File: config.mk
export PLATFORM = sky130hd
export DESIGN_NAME = i2c_chan_switch
export DESIGN_NICKNAME = d
export VERILOG_FILES = /design/src/rtl/i2cmux_pkg.sv /design/src/rtl/i2cmux_line_sync.sv /design/src/rtl/i2cmux_target.sv /design/src/rtl/i2cmux_chan_reg.sv /design/src/rtl/i2c_chan_switch.sv
export SDC_FILE = /design/constraint.sdc
export NUM_CORES = 1
export LEC_CHECK = 0
export BUFFER_PORTS_ARGS = -buffer_cell sky130_fd_sc_hd__buf_2
export CORE_MARGIN = 5
export CORE_UTILIZATION = 45
export DETAILED_ROUTE_END_ITERATION = 10
export PLACE_DENSITY = 0.64
export SLEW_MARGIN = 40
export SYNTH_ARGS = -nofsm -noshare
export SYNTH_HDL_FRONTEND = slang
export SYNTH_SLANG_ARGS = --single-unit
File: constraint.sdc
create_clock -name clk -period 2.2 [get_ports clk]
set_clock_uncertainty 0.05 [all_clocks]
set_input_delay 0.44 -clock clk [delete_from_list [all_inputs] [get_ports clk]]
set_output_delay 0.44 -clock clk [all_outputs]
set_load 0.05 [all_outputs]
File: src/rtl/i2cmux_pkg.sv
// Shared types for the I2C channel selector.
package i2cmux_pkg;

    // Bus engine states.
    typedef enum logic [2:0] {
        ST_IDLE,
        ST_ADDR,
        ST_ADDR_ACK,
        ST_WR_DATA,
        ST_WR_ACK,
        ST_RD_DATA,
        ST_RD_ACK,
        ST_WAIT
    } tgt_state_t;

    // One-cycle bus events from the line synchroniser.
    typedef struct packed {
        logic start;
        logic stop;
        logic scl_rise;
        logic scl_fall;
        logic sda;
    } bus_evt_t;

endpackage

File: src/rtl/i2cmux_line_sync.sv
// Line synchroniser: brings SCL and SDA into the clock domain through a
// flop chain and derives START, STOP and SCL edge pulses.
// Assumes the bus idles high, so the chain resets to 1 and reset
// release on an idle bus creates no event.
module i2cmux_line_sync
    import i2cmux_pkg::*;
#(
    parameter int STAGES = 2
) (
    input  logic     clk,
    input  logic     rst_n,
    input  logic     scl_i,
    input  logic     sda_i,
    output bus_evt_t evt_o,
    output logic     scl_s_o
);

    logic [STAGES-1:0] scl_pipe;
    logic [STAGES-1:0] sda_pipe;
    logic              scl_q;
    logic              sda_q;
    logic              scl_s;
    logic              sda_s;

    // Synchronising chains, one per line.
    generate
        if (STAGES == 1) begin : g_one
            always_ff @(posedge clk or negedge rst_n) begin
                if (!rst_n) begin
                    scl_pipe <= '1;
                    sda_pipe <= '1;
                end else begin
                    scl_pipe <= scl_i;
                    sda_pipe <= sda_i;
                end
            end
        end else begin : g_multi
            always_ff @(posedge clk or negedge rst_n) begin
                if (!rst_n) begin
                    scl_pipe <= '1;
                    sda_pipe <= '1;
                end else begin
                    scl_pipe <= {scl_pipe[STAGES-2:0], scl_i};
                    sda_pipe <= {sda_pipe[STAGES-2:0], sda_i};
                end
            end
        end
    endgenerate

    assign scl_s = scl_pipe[STAGES-1];
    assign sda_s = sda_pipe[STAGES-1];

    // Previous synchronised levels for edge detection.
    always_ff @(posedge clk or negedge rst_n) begin
        if (!rst_n) begin
            scl_q <= 1'b1;
            sda_q <= 1'b1;
        end else begin
            scl_q <= scl_s;
            sda_q <= sda_s;
        end
    end

    // Event decode: data edges while clock is high mark frame bounds.
    always_comb begin
        evt_o.start    = scl_s & scl_q & sda_q & ~sda_s;
        evt_o.stop     = scl_s & scl_q & ~sda_q & sda_s;
        evt_o.scl_rise = scl_s & ~scl_q;
        evt_o.scl_fall = ~scl_s & scl_q;
        evt_o.sda      = sda_s;
    end

    assign scl_s_o = scl_s;

endmodule

File: src/rtl/i2cmux_target.sv
// Bus engine: receives the address byte, checks it against the fixed
// prefix and strap pins, acknowledges, and then shifts data in
// (write) or out (read). Issues a one-cycle write strobe at the end of
// each received data byte. Assumes at least a few system clocks per
// SCL phase, so SDA changes land well inside SCL low.
module i2cmux_target
    import i2cmux_pkg::*;
#(
    parameter int          DATA_W = 8,
    parameter int          PFX_W  = 4,
    parameter int          PIN_W  = 3,
    parameter logic [PFX_W-1:0] PREFIX = 4'b1110
) (
    input  logic              clk,
    input  logic              rst_n,
    input  bus_evt_t          evt_i,
    input  logic              scl_s_i,
    input  logic [PIN_W-1:0]  addr_pins_i,
    input  logic [DATA_W-1:0] rd_data_i,
    output logic              sda_oe_o,
    output logic              wr_en_o,
    output logic [DATA_W-1:0] wr_data_o
);

    localparam int ADDR_W = PFX_W + PIN_W;
    localparam int CNT_W  = $clog2(DATA_W + 1);
    localparam logic [CNT_W-1:0] FULL = CNT_W'(DATA_W);

    tgt_state_t        state;
    logic [CNT_W-1:0]  bitcnt;
    logic [DATA_W-1:0] rx_sh;
    logic [DATA_W-1:0] tx_sh;
    logic              rnw;
    logic              mst_ack;
    logic [ADDR_W-1:0] my_addr;
    logic              byte_done;

    assign my_addr   = {PREFIX, addr_pins_i};
    assign byte_done = evt_i.scl_fall && (bitcnt == FULL);

    // Main bus state machine; START and STOP override every state.
    always_ff @(posedge clk or negedge rst_n) begin
        if (!rst_n) begin
            state   <= ST_IDLE;
            bitcnt  <= '0;
            rx_sh   <= '0;
            tx_sh   <= '0;
            rnw     <= 1'b0;
            mst_ack <= 1'b0;
        end else if (evt_i.start) begin
            state  <= ST_ADDR;
            bitcnt <= '0;
        end else if (evt_i.stop) begin
            state <= ST_IDLE;
        end else begin
            case (state)
                ST_ADDR: begin
                    if (evt_i.scl_rise) begin
                        rx_sh  <= {rx_sh[DATA_W-2:0], evt_i.sda};
                        bitcnt <= bitcnt + 1'b1;
                    end else if (byte_done) begin
                        if (rx_sh[DATA_W-1 -: ADDR_W] == my_addr) begin
                            rnw   <= rx_sh[0];
                            state <= ST_ADDR_ACK;
                        end else begin
                            state <= ST_WAIT;
                        end
                    end
                end
                ST_ADDR_ACK: begin
                    if (evt_i.scl_fall) begin
                        bitcnt <= '0;
                        if (rnw) begin
                            tx_sh <= rd_data_i;
                            state <= ST_RD_DATA;
                        end else begin
                            state <= ST_WR_DATA;
                        end
                    end
                end
                ST_WR_DATA: begin
                    if (evt_i.scl_rise) begin
                        rx_sh  <= {rx_sh[DATA_W-2:0], evt_i.sda};
                        bitcnt <= bitcnt + 1'b1;
                    end else if (byte_done) begin
                        state <= ST_WR_ACK;
                    end
                end
                ST_WR_ACK: begin
                    if (evt_i.scl_fall) begin
                        bitcnt <= '0;
                        state  <= ST_WR_DATA;
                    end
                end
                ST_RD_DATA: begin
                    if (evt_i.scl_rise) begin
                        bitcnt <= bitcnt + 1'b1;
                    end else if (byte_done) begin
                        state <= ST_RD_ACK;
                    end else if (evt_i.scl_fall && bitcnt != '0) begin
                        tx_sh <= {tx_sh[DATA_W-2:0], 1'b0};
                    end
                end
                ST_RD_ACK: begin
                    if (evt_i.scl_rise) begin
                        mst_ack <= ~evt_i.sda;
                    end else if (evt_i.scl_fall) begin
                        if (mst_ack) begin
                            tx_sh  <= rd_data_i;
                            bitcnt <= '0;
                            state  <= ST_RD_DATA;
                        end else begin
                            state <= ST_WAIT;
                        end
                    end
                end
                default: begin
                    state <= state;
                end
            endcase
        end
    end

    // Open-drain drive: acknowledge slots and zero bits of read data.
    always_comb begin
        sda_oe_o = (state == ST_ADDR_ACK) || (state == ST_WR_ACK) ||
                   ((state == ST_RD_DATA) && !tx_sh[DATA_W-1]);
    end

    // Write strobe at the close of each received data byte.
    always_comb begin
        wr_en_o   = (state == ST_WR_DATA) && byte_done &&
                    !evt_i.start && !evt_i.stop;
        wr_data_o = rx_sh;
    end

    assert_ack_own_addr_R2: assert property (@(posedge clk) disable iff (!rst_n)
        (state == ST_ADDR_ACK) |-> (rx_sh[DATA_W-1 -: ADDR_W] == my_addr));

    assert_wait_silent_R3: assert property (@(posedge clk) disable iff (!rst_n)
        (state == ST_WAIT && !evt_i.start) |=>
        (!sda_oe_o && (state == ST_WAIT || state == ST_IDLE)));

    assert_wr_then_ack_R8: assert property (@(posedge clk) disable iff (!rst_n)
        wr_en_o |=> sda_oe_o);

    assert_sda_moves_scl_low_R10: assert property (@(posedge clk) disable iff (!rst_n)
        !$stable(sda_oe_o) |-> !scl_s_i);

endmodule

File: src/rtl/i2cmux_chan_reg.sv
// Selection register and channel enables. The register takes each
// write strobe at once. The enables copy it only on a commit pulse,
// which is the STOP event, and only when a write is pending.
module i2cmux_chan_reg #(
    parameter int CHANNELS = 8
) (
    input  logic                clk,
    input  logic                rst_n,
    input  logic                wr_en_i,
    input  logic [CHANNELS-1:0] wr_data_i,
    input  logic                commit_i,
    output logic [CHANNELS-1:0] ctrl_o,
    output logic [CHANNELS-1:0] chan_en_o
);

    logic [CHANNELS-1:0] ctrl_q;
    logic                pending;

    // Register write and pending flag.
    always_ff @(posedge clk or negedge rst_n) begin
        if (!rst_n) begin
            ctrl_q  <= '0;
            pending <= 1'b0;
        end else if (wr_en_i) begin
            ctrl_q  <= wr_data_i;
            pending <= 1'b1;
        end else if (commit_i) begin
            pending <= 1'b0;
        end
    end

    // One enable flop per channel, loaded at commit.
    generate
        for (genvar ch = 0; ch < CHANNELS; ch++) begin : g_chan
            always_ff @(posedge clk or negedge rst_n) begin
                if (!rst_n) begin
                    chan_en_o[ch] <= 1'b0;
                end else if (commit_i && pending) begin
                    chan_en_o[ch] <= ctrl_q[ch];
                end
            end
        end
    endgenerate

    assign ctrl_o = ctrl_q;

    assert_enables_move_on_stop_R5: assert property (@(posedge clk) disable iff (!rst_n)
        !$stable(chan_en_o) |-> $past(commit_i));

endmodule

File: src/rtl/i2c_chan_switch.sv
// Top level of the I2C channel selector: line synchroniser, bus engine
// and selection register. Assumes the system clock runs at least
// eight times faster than SCL.
module i2c_chan_switch
    import i2cmux_pkg::*;
#(
    parameter int CHANNELS    = 8,
    parameter int PIN_W       = 3,
    parameter int SYNC_STAGES = 2
) (
    input  logic                clk,
    input  logic                rst_n,
    input  logic                scl_i,
    input  logic                sda_i,
    input  logic [PIN_W-1:0]    addr_pins_i,
    output logic                sda_oe_o,
    output logic [CHANNELS-1:0] chan_en_o
);

    localparam int PFX_W = 7 - PIN_W;
    localparam logic [PFX_W-1:0] PREFIX = PFX_W'(4'b1110 >> (PIN_W - 3));

    bus_evt_t            evt;
    logic                scl_s;
    logic                wr_en;
    logic [CHANNELS-1:0] wr_data;
    logic [CHANNELS-1:0] ctrl;

    i2cmux_line_sync #(
        .STAGES (SYNC_STAGES)
    ) u_sync (
        .clk     (clk),
        .rst_n   (rst_n),
        .scl_i   (scl_i),
        .sda_i   (sda_i),
        .evt_o   (evt),
        .scl_s_o (scl_s)
    );

    i2cmux_target #(
        .DATA_W (CHANNELS),
        .PFX_W  (PFX_W),
        .PIN_W  (PIN_W),
        .PREFIX (PREFIX)
    ) u_target (
        .clk         (clk),
        .rst_n       (rst_n),
        .evt_i       (evt),
        .scl_s_i     (scl_s),
        .addr_pins_i (addr_pins_i),
        .rd_data_i   (ctrl),
        .sda_oe_o    (sda_oe_o),
        .wr_en_o     (wr_en),
        .wr_data_o   (wr_data)
    );

    i2cmux_chan_reg #(
        .CHANNELS (CHANNELS)
    ) u_reg (
        .clk       (clk),
        .rst_n     (rst_n),
        .wr_en_i   (wr_en),
        .wr_data_i (wr_data),
        .commit_i  (evt.stop),
        .ctrl_o    (ctrl),
        .chan_en_o (chan_en_o)
    );

endmodule

Yosys cells after proc, flatten, opt, wreduce, memory -nomap -nowiden
Cells that the tools add are included.
{"block": "word_totals", "word_cells": 128, "ff_bits": 48}
{"block": "classes", "n_mux": 35, "n_reduce_logical": 26, "n_bitwise": 14, "addsub": 1, "n_eq_ne": 32}
{"op": "two-way mux 8 bit", "count": 8}
{"op": "two-way mux 3 bit", "count": 14}
{"op": "two-way mux 4 bit", "count": 7}
{"op": "inequality test 4 x 1 -> 1 bit, second input constant", "count": 6}
{"op": "one-hot mux 8 bit (3 select lines)", "count": 1}
{"op": "AND reduction 11 bit", "count": 2}
{"op": "one-hot mux 3 bit (6 select lines)", "count": 1}
{"op": "inequality test 4 x 2 -> 1 bit, second input constant", "count": 4}
{"op": "inequality test 3 x 1 -> 1 bit, second input constant", "count": 4}
{"op": "one-hot mux 4 bit (3 select lines)", "count": 1}
{"op": "inequality test 2 x 1 -> 1 bit, second input constant", "count": 5}
{"op": "== test 3 bit, second input constant", "count": 3}
{"op": "inequality test 2 bit, second input constant", "count": 4}
{"op": "AND reduction 4 bit", "count": 2}
{"op": "nonzero test 4 bit", "count": 2}
{"op": "nonzero test 8 bit", "count": 1}
{"op": "AND 1 bit", "count": 7}
{"op": "== test 7 bit", "count": 1}
{"op": "logical AND 1 bit", "count": 7}
{"op": "inverter 1 bit", "count": 7}
{"op": "AND reduction 7 bit", "count": 1}
{"op": "== test 3 x 2 -> 1 bit, second input constant", "count": 2}
{"op": "AND reduction 6 bit", "count": 1}
{"op": "adder 4 x 1 -> 4 bit, second input constant", "count": 1}
{"op": "11 further kinds", "count": 16}

Longest topological paths before layout
Gate-level depths: netlist of run 1.
{"block": "depth", "ltp_word": 8, "depth_mapped": 7, "ltp_nobuf": 6}

Hierarchy
From an unflattened synthesis of run 1, not the netlist that was laid out.
{"block": "hier_totals", "cells_unflattened": 183, "hier_area_um2": 2244.7}
{"mod": "i2cmux_target", "cells_per_inst": 135, "seq_area_each_um2": 625.6, "n_inst": 1, "area_per_inst_um2": 1417.6}
{"mod": "i2cmux_chan_reg", "cells_per_inst": 37, "seq_area_each_um2": 425.4, "n_inst": 1, "area_per_inst_um2": 629.4}
{"mod": "i2cmux_line_sync", "cells_per_inst": 11, "seq_area_each_um2": 157.7, "n_inst": 1, "area_per_inst_um2": 197.7}

Worst setup path after synthesis of run 1
No wires, ideal clock.
{"block": "synth_path", "path_type": "flip-flop to output port", "startpoint": "reg u_target.state[1]", "endpoint": "out sda_oe_o", "t_arrival_ns": 1.545, "path_slack_ns": 0.165, "path_stages_with_launch": 4, "path_cell_list": "dfrtp_1 -> buf_1 -> xnor2_1 -> o22ai_1"}
{"block": "synth_via", "elab_chain_cells": 3, "word_cells_on_any_way": 6}
{"item": "from (decl)", "line": "i2cmux_target.sv:29", "source": "tgt_state_t state;"}
{"item": "from (signal assigned)", "line": "i2cmux_target.sv:118", "source": "state <= state;"}
{"item": "== test 3 x 2 -> 1 bit (tied with other cells)", "line": "i2cmux_target.sv:126", "source": "sda_oe_o = (state == ST_ADDR_ACK) || (state == ST_WR_ACK) ||"}
{"item": "logical OR 1 bit or logical AND 1 bit (tied branches)", "line": "i2cmux_target.sv:126, i2cmux_target.sv:127"}
{"item": "logical OR 1 bit (*)", "line": "i2cmux_target.sv:126"}
{"item": "to (decl)", "line": "i2c_chan_switch.sv:16", "source": "output logic sda_oe_o,"}
Every way passes the cells marked *; elsewhere a longest branch is shown, timed or not.

Final worst setup path of run 1
{"block": "layout_path", "startpoint": "reg u_target.bitcnt[0]", "endpoint": "reg u_reg.ctrl_q[7], in the netlist u_reg.ctrl_o[7]"}
{"block": "layout_via", "elab_chain_cells": 5}
{"item": "from (decl)", "line": "i2cmux_target.sv:30", "source": "logic [CNT_W-1:0] bitcnt;"}
{"item": "from (signal assigned)", "line": "i2cmux_target.sv:60", "source": "bitcnt <= bitcnt + 1'b1;"}
{"item": "from (signal assigned)", "line": "i2cmux_target.sv:84", "source": "bitcnt <= bitcnt + 1'b1;"}
{"item": "from (signal assigned)", "line": "i2cmux_target.sv:97", "source": "bitcnt <= bitcnt + 1'b1;"}
{"item": "== test 4 bit", "line": "i2cmux_target.sv:39", "source": "assign byte_done = evt_i.scl_fall && (bitcnt == FULL);"}
{"item": "logical AND 1 bit", "line": "i2cmux_target.sv:39"}
{"item": "logical AND 1 bit (2 in a row)", "line": "i2cmux_target.sv:132", "source": "wr_en_o = (state == ST_WR_DATA) && byte_done &&"}
{"item": "logical AND 1 bit", "line": "i2cmux_target.sv:133", "source": "!evt_i.start && !evt_i.stop;"}
{"item": "to (signal assigned)", "line": "i2cmux_chan_reg.sv:25", "source": "ctrl_q <= wr_data_i;"}
{"item": "to (decl)", "line": "i2cmux_chan_reg.sv:16", "source": "logic [CHANNELS-1:0] ctrl_q;"}
Every way passes these cells.
A chain may end at the register's enable or synchronous reset.

==> run summary, run 1 <==
Status: completed
Worst-path clk slew: 0.08 ns
Unrepaired setup endpoints after global routing: no
TritonCTS clock tree: yes
CTS Sinks: 48
Min Tclk post-route: 2.027 ns
Max-cap violations: 0
CP max FO: 9
Slew margin rel.: 0.6085
# diodes: 0
# H-tree levels: 2
Final Hold Viols: 0
Number of distinct library cells after synthesis: 44
CTS buffer count: 5
Initial antenna violation count: 0
Cells on worst reg2reg path: 6
CTS Buffer Depth: 2
DRC: 0
Die Area: 6485 um2
Root Buffer: clkbuf_8
Clock Latency Late Sink: 0.30 ns
# fillers: 420
Post-Syn Area per Cell: 12.44 um2
Crit share post-route: 0.9213
Antenna-violating nets left: 0
HP Class: in -> async
Critical path depth: 6
Vias in the first global route: 1367
Synth Net Count: 189
First-pass GRT wire length: 6906 um
Synth async-reset ratio: 1.000
IO Count: 16
PortBufs: 15
Final #Nets: 206
All-layer global routing usage: 0.1387
Number of synthesized flops with an enable pin: 0
Final Util: 0.5158
Layout cells sized above 1: 0.3333
Most common cell after layout, fill and taps aside: dfrtp_1
Leakage: 0.001213 uW
Startpoint Class: flop
Synth warnings: 0
Setup TNS: 0 ns
Mapped Cells: 180
Die Y: 80.53 um
Largest net degree at the start of global routing: 49
Post-CTS Setup Inserts: 0
Slowest CP cell: or3_1
#FFs+latches synth: 48
WP data required: 2.33 ns
Cell Area, Synth: 2238 um2
Worst slew pin tran: 0.5873 ns
Setup violations, final: 0
Hpwl dp: 2868 um
Drt total wl: 3982 um
# resized after CTS: 0
GPL Wtd Cong: 0.8221
Final Slew Violations: 0
Worst setup EP type: flop
Critical Path AT: 2.16 ns
Pwr Density: 986.3 nW/um2
Worst Path Buf+Inv: 1
Worst VDD drop: 0.5336 mV
Cts hold-fix bufs: 0
Critical Path, Cell by Cell: inv_1 > ha_1 > and2b_1 > nand2_2 > or3_1 > mux2_4
Part of the Yosys area used for sequential elements: 0.5400
GRT Residual Overflow: 0
Critical path class: reg -> reg
Vias: 1411
Layout overhead on the synthesized area: 10.29%
Top delay family on crit path: simple AND/OR/NAND/NOR gates
Starting DRT DRC Count: 66
Standard cell core area: 4786 um2
FMAX: 493.4 MHz
Commonest cells after routing, fill and taps aside: dfrtp_1 (42), mux2_2 (22), buf_2 (15), nand3_1 (9), nand2_1 (9)
Initial Util: 0.4677
Die X: 80.53 um
Via/cell ratio: 5.325
Drt wl/cell: 15.03 um
FP Rows: 25
Initial DRT Pass Iterations: 4
Main synth FF type: dfrtp_1
Slowest stage delay, CP: 0.58 ns
-- where the power goes --
part | switching (uW) | internal, uW | leakage (uW)
clock | 278 | 255 | 0.0000445
combinational | 350 | 320 | 0.000544
sequential | 203 | 1030 | 0.000624
-- flip-flops by register name (all words and copies together) (netlist names), 2 cells and up --
register,count
u_reg.ctrl_o,8
u_reg.chan_en_o,8
u_target.bitcnt,4
u_target.tx_sh,8
u_target.wr_data_o,8
u_sync.sda_pipe,2
u_target.state,3
u_sync.scl_pipe,2
-- layer usage --
| layer | track usage | share of wire | vias to the layer above |
|---|---|---|---|
| met4 | 0.05068 | 0.014 | 0 |
| met1 | 0.1957 | 0.49 | 698 |
| met2 | 0.2070 | 0.46 | 27 |
| met3 | 0.03251 | 0.035 | 6 |
| li1 | - | - | 680 |
| met5 | 0 | 0 | - |
-- Yosys cell counts (all sizes together) (3+ instances only) --
cell type  count  area (um2)
buf            7       45.03
mux2i          7       70.07
dfrtp         42        1051
a21oi          7       35.03
mux2          30       367.9
o21ai          3       15.01
nand2         10       40.04
dfstp          6       157.7
and2           3       18.77
xnor2          4       35.03
nand3          9       45.04
inv            7       26.28
a31oi          6       37.54
-- stage by stage --
stage,hold slack (ns),total power (uW),setup WS (ns),cells,cell area (um2)
2_1_floorplan,0.09441,1753,0.1655,180,2238
3_3_place_gp,0.2986,1880,0.2529,257,2375
3_5_place_dp,0.2976,1913,0.1961,257,2375
4_1_cts,0.1731,2457,0.1867,265,2469
5_1_grt,0.1674,2604,0.06575,265,2469
6_report,0.1811,2435,0.1732,265,2469
-- layout make-up --
cell class,instances,area [um2],share of cell area
flip-flops and latches,48,1209,0.4896
inverters,7,26.28,0.01064
well taps,67,83.83,0.03396
multi-input cells,116,950.9,0.3852
clock inverters,1,7.507,0.003041
clock buffers,7,86.33,0.03497
repair buffers,19,105.1,0.04257
-- cells by family (layout without fill, tap and decap cells) --
family,Yosys count,count (layout),share of synthesized area
buffers and inverters,16,34,0.03521
DFF,48,48,0.5400
and+or+nand+nor,39,39,0.09838
muxes,37,37,0.1956
AOI/OAI and AO/OA,33,33,0.1000
xor gates and xnor gates,5,5,0.01956
adders and majority gates,2,2,0.01118
-- path summary, 6_finish.rpt --
check                                    from                 end  slack, ns
max                        u_target.bitcnt[0]     u_reg.ctrl_o[7]       0.17
max reg2reg                u_target.bitcnt[0]     u_reg.ctrl_o[7]       0.17
min in group clk                        sda_i  u_sync.sda_pipe[0]       0.19
max in group asynchronous               rst_n  u_reg.chan_en_o[4]       1.53
min                                     rst_n   u_target.state[2]       0.18
min reg2reg                u_sync.sda_pipe[0]  u_sync.sda_pipe[1]       0.31
No activity file was read; power rests on OpenSTA's default activity.
==> run 2, diff against run 1 <==
- ABC_AREA: default -> 1
==> run 2 against run 1 <==
Against the previous run:
- worst hold slack worse by 0.021 ns
- worst setup slack lost 0.015 ns
- via count up 21%
- non-clock buffer count decreased by 2
- synthesized area up 4.8%
- synthesized cell count increased by 49%
- register-to-register slack gained 0.29 ns
- die area increased by 4.2%
- wire length rose by 7.9%
- clock power rose by 5.6%
- combinational power is 52% higher
- critical path type is now reg -> out
- highest routed layer unchanged
==> run summary, run 2 <==
Part of the Yosys area used for sequential elements: 0.5155 (was 0.5400)
Final Slew Violations: 0 (unchanged)
Critical Path AT: 1.55 ns (was 2.16 ns)
Post-synth top area cell: dfrtp_1 (unchanged)
Via/cell ratio: 4.793 (was 5.325)
Cells on worst reg2reg path: 8 (was 6)
First-pass GRT wire length: 7714 um (was 6906 um)
Leakage: 0.001266 uW (was 0.001213 uW)
Synth Net Count: 277 (was 189)
Clock power share: 0.208 (was 0.219)
Clock Latency Late Sink: 0.30 ns (about the same)
CP max FO: 17 (was 9)
HP Class: in -> async (unchanged)
GPL Wtd Cong: 0.8393 (was 0.8221)
Register share of total power: 0.416 (was 0.506)
Die Area: 6754 um2 (was 6485 um2)
FMAX: 489.8 MHz (was 493.4 MHz)
Placed instance area: 2474 um2 (was 2375 um2)
TritonCTS clock tree: yes (unchanged)
#FFs+latches synth: 48 (unchanged)
Root Buffer: clkbuf_8 (unchanged)
Mapped Cells: 268 (was 180)
Cell Int Power: 1591 uW (was 1605 uW)
Main synth FF type: dfrtp_1 (unchanged)
Critical path class: reg -> out (was reg -> reg)
Synth async-reset ratio: 1.000 (unchanged)
CTS Buffer Depth: 2 (unchanged)
Cell Area, Synth: 2345 um2 (was 2238 um2)
Drt total wl: 4297 um (was 3982 um)
Die Y: 82.19 um (was 80.53 um)
FP Rows: 26 (was 25)
Sw frac: 0.4118 (was 0.3409)
Synth warnings: 0 (unchanged)
Number of synthesized flops with an enable pin: 0 (unchanged)
Standard cell core area: 5075 um2 (was 4786 um2)
Dpl ws: 0.4194 ns (was 0.1961 ns)
Setup TNS: 0 ns (unchanged)
Slew margin rel.: 0.5977 (was 0.6085)
Largest net degree at the start of global routing: 49 (unchanged)
# H-tree levels: 2 (unchanged)
Combinational power share: 0.376 (was 0.275)
Max-cap violations: 0 (unchanged)
Min Tclk post-route: 2.042 ns (was 2.027 ns)
Crit share post-route: 0.9281 (was 0.9213)
PortBufs: 15 (unchanged)
Startpoint Class: flop (unchanged)
Synth top area share: 0.4482 (was 0.4695)
Drt wl/cell: 12.04 um (was 15.03 um)
WP data required: 1.71 ns (was 2.33 ns)
Most common cell after layout, fill and taps aside: nand2_1 (was dfrtp_1)
Vias in the first global route: 1614 (was 1367)
Final Hold Viols: 0 (unchanged)
Commonest cells after routing, fill and taps aside: nand2_1 (73), dfrtp_1 (41), inv_1 (32), o21ai_0 (23), nor2_1 (17) (was dfrtp_1 (42), mux2_2 (22), buf_2 (15), nand3_1 (9), nand2_1 (9))
Number of distinct library cells after synthesis: 32 (was 44)
Post-Syn Area per Cell: 8.749 um2 (was 12.44 um2)
P_sw: 1114 uW (was 830.1 uW)
Worst VDD drop: 0.4604 mV (was 0.5336 mV)
Synth area leaders: dfrtp_1 (45%), nand2_1 (12%), dfstp_2 (6.7%) (was dfrtp_1 (47%), mux2_2 (11%), dfstp_2 (7.0%))
Worst setup EP type: output port (was flop)
Design Area, Final: 2571 um2 (was 2469 um2)
Worst slew pin tran: 0.6035 ns (was 0.5873 ns)
Die X: 82.19 um (was 80.53 um)
DRC: 0 (unchanged)
Final #Nets: 295 (was 206)
Vias: 1711 (was 1411)
CTS buffer count: 5 (unchanged)
Starting DRT DRC Count: 87 (was 66)
Cts hold-fix bufs: 0 (unchanged)
Initial antenna violation count: 0 (unchanged)
Layout cells sized above 1: 0.2091 (was 0.3333)
Initial DRT Pass Iterations: 4 (unchanged)
Hpwl dp: 3085 um (was 2868 um)
Slowest CP cell: dfrtp_1 (was or3_1)
Worst-path clk slew: 0.09 ns (was 0.08 ns)
Critical Path, Cell by Cell: nand3_4 > o211ai_1 > buf_2 (was inv_1 > ha_1 > and2b_1 > nand2_2 > or3_1 > mux2_4)
Layout overhead on the synthesized area: 9.659% (was 10.29%)
GRT Residual Overflow: 0 (unchanged)
Pwr Density: 1052 nW/um2 (was 986.3 nW/um2)
Antenna-violating nets left: 0 (unchanged)
Post-synth top cells: nand2_1 (73), dfrtp_1 (42), inv_1 (32), o21ai_0 (23), nor2_1 (17) (was dfrtp_1 (42), mux2_2 (22), nand2_1 (9), nand3_1 (9), mux2_4 (8))
Slowest stage delay, CP: 0.53 ns (was 0.58 ns)
All-layer global routing usage: 0.1487 (was 0.1387)
# diodes: 0 (unchanged)
Status: completed (unchanged)
Post-route setup slack: 0.1582 ns (was 0.1732 ns)
Setup violations, final: 0 (unchanged)
Most common cell in the netlist: nand2_1 (was dfrtp_1)
IO Count: 16 (unchanged)
Unrepaired setup endpoints after global routing: no (unchanged)
Initial Util: 0.4620 (was 0.4677)
CTS Sinks: 48 (unchanged)
-- run 2: cell types whose count changed in the layout (fill, tap and decap cells not counted), moves of 8 or more --
| cell | change |
|---|---|
| mux2_2 | -15 |
| nor2_1 | +15 |
| mux2_4 | -8 |
| nand2_1 | +64 |
| o21ai_0 | +20 |
| inv_1 | +25 |
| o21ai_1 | +8 |
-- run 2: power by group through the flow --
stage	Sequential, uW	Clock (uW)	Combinational [uW]
2_1_floorplan	1090	0	904
4_1_cts	1120	584	1020
5_1_grt	1150	620	1170
6_report	1130	563	1020
3_3_place_gp	1130	0	1010
3_5_place_dp	1140	0	1020
-- run 2: worst paths after layout --
kind,startpoint,slack [ns],to
min in group clk,sda_i,0.18,u_sync.sda_pipe[0]
worst min-delay path,rst_n,0.16,u_target.bitcnt[0]
worst max-delay path,u_target.state[0],0.16,sda_oe_o
worst max register to register,u_sync.sda_pipe[1],0.46,u_target.tx_sh[5]
max in group asynchronous,rst_n,1.49,u_target.state[2]
worst min register to register,u_sync.sda_pipe[0],0.31,u_sync.sda_pipe[1]
-- run 2: per-layer routing --
metal	vias up	GRT usage	routed length [um]
met5	-	0	0
met4	0	0.05316	48
met3	6	0.03688	223
met2	34	0.2075	1870
met1	778	0.2215	2155
li1	893	-	-
-- run 2: timing repair --
action,in CTS,in global routing
setup buffers,0,0
resized for setup,0,1
endpoints found under the setup margin,0,1
-- run 2: layout make-up --
| cell class | instances | area [um2] |
|---|---|---|
| inverters | 36 | 137.6 |
| fillers | 511 | 2504 |
| flip-flops and latches | 48 | 1210 |
| well taps | 70 | 87.58 |
| clock buffers | 6 | 82.58 |
| repair buffers | 17 | 90.09 |
| clock inverters | 2 | 13.76 |
| multi-input cells | 178 | 949.7 |
-- run 2: per-stage QoR --
stage | util | hold WS [ns] | std cells | total power [uW]
after floorplan | - | 0.09441 | 268 | 1995
after global placement | 0.4874 | 0.2958 | 349 | 2149
after detailed placement | 0.4874 | 0.2973 | 349 | 2158
after CTS | 0.5064 | 0.1693 | 357 | 2730
after global routing | 0.5067 | 0.1615 | 357 | 2941
final | 0.5067 | 0.1602 | 357 | 2704
-- run 2: worst max-delay path: cells and delay by family (launching register included) --
kind / cells / cell delay, ns
flip-flops: 1 / 0.53
AO/OA/AOI/OAI: 1 / 0.21
buffers and inverters: 1 / 0.29
AND/OR/NAND/NOR: 1 / 0.23
-- run 2: kinds of logic (layout without fill, tap and decap cells) --
kind of cell,count (synthesis),count (layout),synth area share
AOI/OAI and AO/OA,46,46,0.1179
xor gates and xnor gates,4,4,0.01494
adders and majority gates,2,2,0.01067
buffers and inverters,42,61,0.08271
DFF,48,48,0.5155
muxes,7,7,0.03362
and+or+nand+nor,119,119,0.2247
